===== src/rtl/spim_pkg.sv =====
package spim_pkg;

    typedef enum logic [1:0] {
        ST_IDLE  = 2'd0,
        ST_SETUP = 2'd1,
        ST_LEAD  = 2'd2,
        ST_TRAIL = 2'd3
    } spim_state_t;

    // Shortest serial period in fast cycles, and the baud value below which it is forced.
    localparam int MIN_PERIOD = 4;
    localparam int CLAMP_BELOW = 3;

endpackage


===== src/rtl/spim_phase_timer.sv =====
module spim_phase_timer #(
    parameter int BAUD_W = 7
) (
    input  logic              clk,
    input  logic              rst_n,
    input  logic              go,
    input  logic [BAUD_W-1:0] baud_in,
    input  logic              load_lead,
    input  logic              load_trail,
    output logic              expired
);
    import spim_pkg::*;

    localparam int PW = BAUD_W + 1;

    logic [BAUD_W-1:0] baud_q;
    logic [BAUD_W-1:0] baud_cur;
    logic [PW-1:0]     period;
    logic [PW-1:0]     len_lead;
    logic [PW-1:0]     len_trail;
    logic [PW-1:0]     cnt;

    assign baud_cur = go ? baud_in : baud_q;

    always_comb begin
        if (baud_cur < BAUD_W'(CLAMP_BELOW))
            period = PW'(MIN_PERIOD);
        else
            period = {1'b0, baud_cur} + PW'(1);
        len_lead  = period >> 1;
        len_trail = period - len_lead;
    end

    always_ff @(posedge clk or negedge rst_n) begin
        if (!rst_n) begin
            baud_q <= '0;
            cnt    <= '0;
        end else begin
            if (go)
                baud_q <= baud_in;
            if (load_lead)
                cnt <= len_lead - PW'(1);
            else if (load_trail)
                cnt <= len_trail - PW'(1);
            else if (cnt != '0)
                cnt <= cnt - PW'(1);
        end
    end

    assign expired = (cnt == '0);

    // period stays in the legal 4..2^BAUD_W window
    always_comb begin
        if (rst_n)
            a_r2_period_range : assert (period >= PW'(MIN_PERIOD) && period <= PW'(2 ** BAUD_W));
    end

    // the active half is the shorter one, by at most one cycle
    always_comb begin
        if (rst_n)
            a_r3_uneven_split : assert (len_lead <= len_trail && (len_trail - len_lead) <= PW'(1));
    end

    // the latched baud value only changes on an accepted start
    a_r8_baud_held : assert property (@(posedge clk) disable iff (!rst_n)
        !go |=> $stable(baud_q));

endmodule


===== src/rtl/spim_ctrl.sv =====
module spim_ctrl #(
    parameter int CHAR_W = 8
) (
    input  logic clk,
    input  logic rst_n,
    input  logic start,
    input  logic cpol,
    input  logic tmr_expired,
    output logic go,
    output logic load_lead,
    output logic load_trail,
    output logic launch,
    output logic sample,
    output logic finish,
    output logic sclk,
    output logic done
);
    import spim_pkg::*;

    localparam int BC_W = (CHAR_W > 1) ? $clog2(CHAR_W) : 1;

    spim_state_t     state, state_nx;
    logic [BC_W-1:0] bit_cnt;
    logic            cpol_q;
    logic            last_bit;
    logic            pol_eff;

    assign last_bit = (bit_cnt == BC_W'(CHAR_W - 1));

    always_comb begin
        state_nx   = state;
        go         = 1'b0;
        load_lead  = 1'b0;
        load_trail = 1'b0;
        launch     = 1'b0;
        sample     = 1'b0;
        finish     = 1'b0;
        unique case (state)
            ST_IDLE: begin
                if (start) begin
                    go         = 1'b1;
                    load_trail = 1'b1;
                    state_nx   = ST_SETUP;
                end
            end
            ST_SETUP: begin
                if (tmr_expired) begin
                    load_lead = 1'b1;
                    state_nx  = ST_LEAD;
                end
            end
            ST_LEAD: begin
                if (tmr_expired) begin
                    sample = 1'b1;
                    if (last_bit) begin
                        finish   = 1'b1;
                        state_nx = ST_IDLE;
                    end else begin
                        load_trail = 1'b1;
                        state_nx   = ST_TRAIL;
                    end
                end
            end
            ST_TRAIL: begin
                if (tmr_expired) begin
                    launch    = 1'b1;
                    load_lead = 1'b1;
                    state_nx  = ST_LEAD;
                end
            end
            default: state_nx = ST_IDLE;
        endcase
    end

    // State register, bit counter and latched polarity
    always_ff @(posedge clk or negedge rst_n) begin
        if (!rst_n) begin
            state   <= ST_IDLE;
            bit_cnt <= '0;
            cpol_q  <= 1'b0;
        end else begin
            state <= state_nx;
            if (go) begin
                bit_cnt <= '0;
                cpol_q  <= cpol;
            end else if (launch) begin
                bit_cnt <= bit_cnt + BC_W'(1);
            end
        end
    end

    assign pol_eff = (state == ST_IDLE) ? cpol : cpol_q;

    // Registered outputs
    always_ff @(posedge clk or negedge rst_n) begin
        if (!rst_n) begin
            sclk <= 1'b0;
            done <= 1'b0;
        end else begin
            sclk <= (state_nx == ST_LEAD) ? ~pol_eff : pol_eff;
            done <= finish;
        end
    end

    // done never lasts two cycles
    a_r7_done_single : assert property (@(posedge clk) disable iff (!rst_n)
        done |=> !done);

    // when done is shown the clock is back at its idle level
    a_r9_idle_at_done : assert property (@(posedge clk) disable iff (!rst_n)
        done |-> (sclk == cpol_q));

    // a start while busy leaves the latched polarity untouched
    a_r8_busy_start_ignored : assert property (@(posedge clk) disable iff (!rst_n)
        (state != ST_IDLE) |=> $stable(cpol_q));

    // in the active phase SCLK sits opposite the latched polarity
    a_r4_active_level : assert property (@(posedge clk) disable iff (!rst_n)
        (state == ST_LEAD) |-> (sclk != cpol_q));

endmodule


===== src/rtl/spim_shifter.sv =====
module spim_shifter #(
    parameter int CHAR_W = 8
) (
    input  logic              clk,
    input  logic              rst_n,
    input  logic              go,
    input  logic [CHAR_W-1:0] tx_byte,
    input  logic              launch,
    input  logic              sample,
    input  logic              finish,
    input  logic              miso,
    output logic              mosi,
    output logic [CHAR_W-1:0] rx_byte
);
    logic [CHAR_W-1:0] tx_sr;
    logic [CHAR_W-1:0] rx_sr;

    always_ff @(posedge clk or negedge rst_n) begin
        if (!rst_n) begin
            tx_sr   <= '0;
            rx_sr   <= '0;
            rx_byte <= '0;
        end else begin
            if (go)
                tx_sr <= tx_byte;
            else if (launch)
                tx_sr <= {tx_sr[CHAR_W-2:0], 1'b0};
            if (go)
                rx_sr <= '0;
            else if (sample)
                rx_sr <= {rx_sr[CHAR_W-2:0], miso};
            if (finish)
                rx_byte <= {rx_sr[CHAR_W-2:0], miso};
        end
    end

    assign mosi = tx_sr[CHAR_W-1];

    // the MSB of the accepted byte is on the line right after the start
    a_r5_first_bit : assert property (@(posedge clk) disable iff (!rst_n)
        go |=> (mosi == $past(tx_byte[CHAR_W-1])));

    // MOSI only moves on a launch or a start
    a_r5_mosi_quiet : assert property (@(posedge clk) disable iff (!rst_n)
        (!go && !launch) |=> $stable(mosi));

endmodule


===== src/rtl/spim_engine.sv =====
module spim_engine #(
    parameter int BAUD_W = 7,
    parameter int CHAR_W = 8
) (
    input  logic              clk,
    input  logic              rst_n,
    input  logic [BAUD_W-1:0] baud_sel,
    input  logic              cpol,
    input  logic [CHAR_W-1:0] tx_byte,
    input  logic              start,
    input  logic              miso,
    output logic              sclk,
    output logic              mosi,
    output logic [CHAR_W-1:0] rx_byte,
    output logic              done
);
    logic go;
    logic load_lead;
    logic load_trail;
    logic launch;
    logic sample;
    logic finish;
    logic tmr_expired;

    spim_ctrl #(.CHAR_W(CHAR_W)) u_ctrl (
        .clk         (clk),
        .rst_n       (rst_n),
        .start       (start),
        .cpol        (cpol),
        .tmr_expired (tmr_expired),
        .go          (go),
        .load_lead   (load_lead),
        .load_trail  (load_trail),
        .launch      (launch),
        .sample      (sample),
        .finish      (finish),
        .sclk        (sclk),
        .done        (done)
    );

    spim_phase_timer #(.BAUD_W(BAUD_W)) u_timer (
        .clk        (clk),
        .rst_n      (rst_n),
        .go         (go),
        .baud_in    (baud_sel),
        .load_lead  (load_lead),
        .load_trail (load_trail),
        .expired    (tmr_expired)
    );

    spim_shifter #(.CHAR_W(CHAR_W)) u_shift (
        .clk     (clk),
        .rst_n   (rst_n),
        .go      (go),
        .tx_byte (tx_byte),
        .launch  (launch),
        .sample  (sample),
        .finish  (finish),
        .miso    (miso),
        .mosi    (mosi),
        .rx_byte (rx_byte)
    );

endmodule


===== config.mk =====
export PLATFORM = sky130hd
export DESIGN_NAME = spim_engine
export DESIGN_NICKNAME = d
export VERILOG_FILES = /design/src/rtl/spim_pkg.sv /design/src/rtl/spim_phase_timer.sv /design/src/rtl/spim_ctrl.sv /design/src/rtl/spim_shifter.sv /design/src/rtl/spim_engine.sv
export SDC_FILE = /design/constraint.sdc
export NUM_CORES = 1
export LEC_CHECK = 0
export ABC_AREA = 1
export BUFFER_PORTS_ARGS = -buffer_cell sky130_fd_sc_hd__buf_2
export CAP_MARGIN = 20
export CORE_ASPECT_RATIO = 0.9
export CORE_UTILIZATION = 46
export CTS_CLUSTER_DIAMETER = 60
export DETAILED_ROUTE_END_ITERATION = 8
export HOLD_SLACK_MARGIN = 0.02
export PLACE_DENSITY = 0.66
export SLEW_MARGIN = 25
export SYNTH_ARGS = -nofsm -noshare
export SYNTH_HDL_FRONTEND = slang
export SYNTH_HIERARCHICAL = 1
export SYNTH_SLANG_ARGS = --single-unit
export TNS_END_PERCENT = 100

===== constraint.sdc =====
create_clock -name clk -period 3.9 [get_ports clk]
set_input_delay 0.78 -clock clk [delete_from_list [all_inputs] [get_ports clk]]
set_output_delay 0.78 -clock clk [all_outputs]
set_load 0.01 [all_outputs]

After elaboration in Yosys (flattened, before gate mapping)
Cells that the tools add are included.
{"block": "totals", "input_bits": 20, "wordCells": 60, "ff_bits": 46, "out_inout_bits": 11}
{"block": "classes", "addsub": 6, "mux": 30, "reduce_logical": 7, "n_eq_ne": 5, "n_lt_le_gt_ge": 1, "bitwise_logic": 1}
{"op": "8-bit 2-to-1 mux", "count": 6}
{"op": "7-bit 2-to-1 mux", "count": 3}
{"op": "8-bit by 1-bit subtractor with 8-bit output (second input constant)", "count": 2}
{"op": "1-bit 2-to-1 mux", "count": 13}
{"op": "7-bit by 1-bit adder with 8-bit output (second input constant)", "count": 1}
{"op": "8-bit zero test", "count": 1}
{"op": "2-bit 2-to-1 mux", "count": 4}
{"op": "8-bit nonzero test", "count": 1}
{"op": "7-bit by 1-bit subtractor with 8-bit output (second input constant)", "count": 1}
{"op": "8-bit by 7-bit subtractor with 8-bit output", "count": 1}
{"op": "7-bit by 2-bit less-than comparator with 1-bit output (second input constant)", "count": 1}
{"op": "2-bit == test (second input constant)", "count": 3}
{"op": "3-bit 2-to-1 mux", "count": 2}
{"op": "2-bit case mux with 3 select lines", "count": 1}
{"op": "2-bit nonzero test", "count": 2}
{"op": "3-bit by 1-bit adder with 3-bit output (second input constant)", "count": 1}
{"op": "3-bit == test (second input constant)", "count": 1}
{"op": "3-bit nonzero test", "count": 1}
{"op": "2-bit by 1-bit == test with 1-bit output (second input constant)", "count": 1}
{"op": "2-bit zero test", "count": 1}
{"op": "1-bit case mux with 2 select lines", "count": 1}
{"op": "2-bit OR reduction", "count": 1}
{"op": "1-bit NOT", "count": 1}

Depth between registers and ports, before layout
{"block": "depth", "ltp_word": 9, "depth_mapped": 23, "mapped_depth_nobuf": 23}

Modules after synthesis
The synthesis kept the hierarchy.
{"mod": "spim_phase_timer", "area_per_inst_um2": 1605.3, "n_inst": 1, "seq_area_each_um2": 375.4, "cells_per_inst": 242}
{"mod": "spim_shifter", "area_per_inst_um2": 960.9, "n_inst": 1, "seq_area_each_um2": 575.6, "cells_per_inst": 104}
{"mod": "spim_ctrl", "area_per_inst_um2": 421.7, "n_inst": 1, "seq_area_each_um2": 200.2, "cells_per_inst": 58}

Worst setup path before layout
No wires, ideal clock.
{"block": "synth_path", "path_type": "input port to flip-flop", "start": "input port start", "end": "register u_timer.cnt[7]", "required_ns": 3.823, "n_path_buf": 0, "t_arrival_ns": 3.011, "setup_ns": 0.077, "setup_slack_ns": 0.811, "cell_stages": 17, "cell_sequence": "nand2_2 inv_1 inv_2 nand2_1 nand2_4 ha_1 nand3_1 nand2_1 ha_1 inv_1 a21oi_1 nor3_1 a211oi_1 nand3_1 nand3_1 nand3_1 a21oi_1"}
{"block": "synth_between", "elab_chain_len": 9, "word_cells_on_any_way": 13, "classes_between": "4 x add/sub; 1 x order compare; 7 x mux; 1 x reduce/logical"}
{"element": "start, declared", "line_no": "spim_engine.sv:10", "rtl": "input logic start,"}
{"element": "1-bit 2-to-1 mux (*)", "line_no": "spim_ctrl.sv:40", "rtl": "if (start) begin"}
{"element": "1-bit 2-to-1 mux (*)", "line_no": "spim_ctrl.sv:38", "rtl": "unique case (state)"}
{"element": "net go", "line_no": "spim_engine.sv:17", "rtl": "logic go;"}
{"element": "7-bit 2-to-1 mux (*)"}
{"element": "net u_timer.baud_cur[0]", "line_no": "spim_phase_timer.sv:17", "rtl": "logic [BAUD_W-1:0] baud_cur;"}
{"element": "7-bit by 1-bit adder with 8-bit output / 7-bit by 2-bit less-than comparator with 1-bit output (equally long branches)", "line_no": "spim_phase_timer.sv:29, spim_phase_timer.sv:26"}
{"element": "8-bit 2-to-1 mux (*)", "line_no": "spim_phase_timer.sv:26", "rtl": "if (baud_cur < BAUD_W'(CLAMP_BELOW))"}
{"element": "8-bit by 7-bit subtractor with 8-bit output", "line_no": "spim_phase_timer.sv:31", "rtl": "len_trail = period - len_lead;"}
{"element": "8-bit by 1-bit subtractor with 8-bit output", "line_no": "spim_phase_timer.sv:44", "rtl": "cnt <= len_trail - PW'(1);"}
{"element": "8-bit 2-to-1 mux", "line_no": "spim_phase_timer.sv:43", "rtl": "else if (load_trail)"}
{"element": "8-bit 2-to-1 mux (*)", "line_no": "spim_phase_timer.sv:41", "rtl": "if (load_lead)"}
{"element": "end signal, assigned", "line_no": "spim_phase_timer.sv:42", "rtl": "cnt <= len_lead - PW'(1);"}
{"element": "end signal, assigned", "line_no": "spim_phase_timer.sv:44"}
{"element": "end signal, assigned", "line_no": "spim_phase_timer.sv:46", "rtl": "cnt <= cnt - PW'(1);"}
{"element": "end, declared", "line_no": "spim_phase_timer.sv:21", "rtl": "logic [PW-1:0] cnt;"}
Mark *: on every way through the listed nets, which the timed path passes. The rest lies on a longest branch.
A chain may end at the register's enable or synchronous reset.

Worst setup path in the final report
{"block": "layout_path", "start": "register u_ctrl.state[1]", "end": "register u_timer.cnt[6]"}
{"block": "layout_between", "elab_chain_len": 9, "word_cells_on_any_way": 18, "classes_between": "4 x add/sub; 1 x order compare; 3 x eq/ne; 7 x mux; 3 x reduce/logical"}
{"element": "start, declared", "line_no": "spim_ctrl.sv:22", "rtl": "spim_state_t state, state_nx;"}
{"element": "start signal, assigned", "line_no": "spim_ctrl.sv:82", "rtl": "state <= state_nx;"}
{"element": "2-bit zero test (*)", "line_no": "spim_ctrl.sv:38"}
{"element": "1-bit 2-to-1 mux (*)", "line_no": "spim_ctrl.sv:38"}
{"element": "net go", "line_no": "spim_engine.sv:17"}
{"element": "7-bit 2-to-1 mux (*)"}
{"element": "net u_timer.baud_cur[0]", "line_no": "spim_phase_timer.sv:17"}
{"element": "7-bit by 1-bit adder with 8-bit output / 7-bit by 2-bit less-than comparator with 1-bit output (equally long branches)", "line_no": "spim_phase_timer.sv:29, spim_phase_timer.sv:26"}
{"element": "8-bit 2-to-1 mux (*)", "line_no": "spim_phase_timer.sv:26"}
{"element": "8-bit by 7-bit subtractor with 8-bit output", "line_no": "spim_phase_timer.sv:31"}
{"element": "8-bit by 1-bit subtractor with 8-bit output", "line_no": "spim_phase_timer.sv:44"}
{"element": "8-bit 2-to-1 mux", "line_no": "spim_phase_timer.sv:43"}
{"element": "8-bit 2-to-1 mux (*)", "line_no": "spim_phase_timer.sv:41"}
Marks and branches as above.

==> reports/results.ini <==
[setup_path]
startpoint_type=register
setup.worst_path.class=reg -> reg
r2r-end=u_timer/cnt[6]$_DFFE_PN0P_
arrival_ns=3.54
cp_max_fo=8
crit_path_end_kind=register
required_ns=4.14
critPathMaxStageDelay_ns=0.45
path_cells=nor2_1 -> nand2_2 -> inv_1 -> buf_4 -> nand2_2 -> nand2_4 -> ha_1 -> nand3_1 -> nor2_2 -> xor2_2 -> ha_1 -> nor2_1 -> nand4_1 -> nand3_1 -> nand3_1 -> nand2_1 -> nand2_1 -> a21oi_2
r2r_setup_slack_ns=0.59
cp_common_cell=nand3_1
r2r_start=u_ctrl/state[1]$_DFF_PN0_
reg2reg_depth=18
slowest_stage=dfrtp_1

[sta]
maxSlewHeadroom=0.361
worst_slew_pin_slew_ns=0.955
whs_ns=0.404
rsz0062_at_grt=no
tns_ns=0
period_needed_ns=3.31
setup_viol_count_final=0
finalClockSkew_ns=0.00934
fin_crit_sh=0.847
drv_slew=0
finalHoldViolCount=0
clock.fmax_mhz=303

[clocking]
cts_tree=yes
h-tree-depth=2
hold_buffers=0
cts-resized-gates=0
clk_latency_ns=0.31
cts.clk_slew.worst_paths_ns=0.10
post_cts_buffers=0
cts_buffers=5
clkSinkCount=46
ctsRootBufferMaster=clkbuf_8
cts_buffer_depth=2

[detailed_routing]
ant_nets=0
wl_per_cell_um=11.5
dr.pass1.iters=5
drtIter0Drc=101
num_vias=2558
wl_mm=6.04
drc=0
viasPerCell=4.87

[flow_run]
max-cap-violations=0

[grt]
antenna_found_initial=0
grt_max_degree=30
grt_pass1_vias=2369
grt_pass1_wl_mm=10.5
gr-usage-all-layers=0.195
overflow=0

[pwr]
swShare=0.239
leakage_nw=1.77
power.total_mw=0.807
ir_drop_mv=0.118
p_per_area_nw_per_um2=243
p_int_mw=0.614
comb_power_share=0.029
p_clk_frac=0.381
p_seq_frac=0.590
p_sw_mw=0.193

[finish]
synthToLayoutAreaGrowth_pct=11.1
instances_no_fill=525
layout-drive-gt1-share=0.194
fin_nets=473
insertedDiodeCount=0
fill_cells=624

[yosys]
synth_largest_area_cell=dfrtp_1
synth_seq_area_share=0.385
synth_area_um2=2990
synth_top_area_frac=0.385
synth_fp_nets=440
yosysWarningCount=6
synth_cells=404
synth-async-reset-ratio=1.00
yosysUniqueCellTypes=30
yosysMostFrequentCell=nand2_1
synth_area_leaders=dfrtp_1 (39%), nand2_1 (14%), inv_1 (7.5%)
yosys-top-cells-count=nand2_1 (109), inv_1 (60), dfrtp_1 (46)
yosys_register_bits=46
synth-main-ff-cell=dfrtp_1
synth_enable_flop_cells=0
avgSynthCellArea_um2=7.40

[worst_hold_path]
min-delay-path-class=in -> async

[placement]
gp_routability_congestion=0.900
port_buffers=30
detailed_place_hpwl_mm=4.64
placed_cells=517

[floorplanning]
fp.dieW_um=87.0
std_cell_rows=27
io_pins=31
start_util=0.483
die_h_um=78.5
dieArea_um2=6820
core_um2=6180

[status]
outcome=finished clean

## logic make-up after synthesis
kind of cell	count (synthesis)	synth area share
adder cells (fa/ha/maj)	16	0.0670
AO/OA/AOI/OAI	54	0.101
buffers and inverters	73	0.101
XOR/XNOR	4	0.0142
flip-flops	46	0.385
AND/OR/NAND/NOR	211	0.332
## how the worst max path moves through the flow
stage | start | to
after global routing | u_ctrl/state[0]$_DFF_PN0_ | u_timer/cnt[6]$_DFFE_PN0P_
final | u_ctrl/state[1]$_DFF_PN0_ | u_timer/cnt[6]$_DFFE_PN0P_
after floorplan | start | u_timer/cnt[7]$_DFFE_PN0P_
after CTS | u_ctrl/state[1]$_DFF_PN0_ | u_timer/cnt[6]$_DFFE_PN0P_
after detailed placement | start | u_timer/cnt[6]$_DFFE_PN0P_
after global placement | start | u_timer/cnt[6]$_DFFE_PN0P_
## cells in the final DEF (no fill, tap or decap), drive strengths merged, types with 5 or more instances in the layout
cell    Yosys  layout
a21oi      20      20
buf         7      33
clkbuf      0       5
dfrtp      46      46
ha         16      16
inv        66      67
nand2     129     129
nand3      37      37
nor2       36      36
o21ai      27      27
## metal layers
metal | global-route usage | routed length (um)
met4 | 0.0583 | 75
met1 | 0.248 | 2880
met2 | 0.339 | 2850
met5 | 0 | 0
met3 | 0.0294 | 231
## critical path, delay by kind of cell, from the launching register on
family	cells	cell delay (ns)
and+or+nand+nor	12	1.44
adders and majority gates	2	0.55
DFF	1	0.45
buffers and inverters	2	0.37
xor gates and xnor gates	1	0.30
AOI/OAI and AO/OA	1	0.11
## layout make-up
type	instances	area, um2	area share
Sequential cell	46	1150	0.347
Timing Repair Buffer	33	185	0.0558
Clock buffer	5	68.8	0.0207
Inverter	66	248	0.0746
Multi-Input combinational cell	285	1540	0.462
Clock inverter	3	23.8	0.00716
Tap cell	87	109	0.0328
## sequential cells by signal, indices dropped and copies added (netlist names)
signal	count
u_shift/rx_sr	7
u_shift/tx_sr	8
u_timer/cnt	8
u_ctrl/state	2
u_ctrl/done	1
u_shift/rx_byte	8
u_ctrl/cpol_q	1
u_timer/baud_q	7
u_ctrl/bit_cnt	3
u_ctrl/sclk	1
## power groups by stage
stage                     clock network [mW]  logic [mW]  registers, mW
after CTS                              0.321      0.0247          0.477
final                                  0.307      0.0235          0.476
after floorplan                            0     0.00215          0.486
after global routing                   0.337      0.0272          0.477
after detailed placement                   0      0.0246          0.486
after global placement                     0      0.0221          0.486
## per-stage QoR
step | area [um2] | util | worst slack (ns)
after floorplan | 2990 | - | 0.811
after global placement | 3210 | 0.519 | 0.406
after detailed placement | 3230 | 0.522 | 0.376
after CTS | 3320 | 0.537 | 0.590
after global routing | 3320 | 0.537 | 0.110
final | 3320 | 0.537 | 0.595
(Power assumes the default switching activity.)
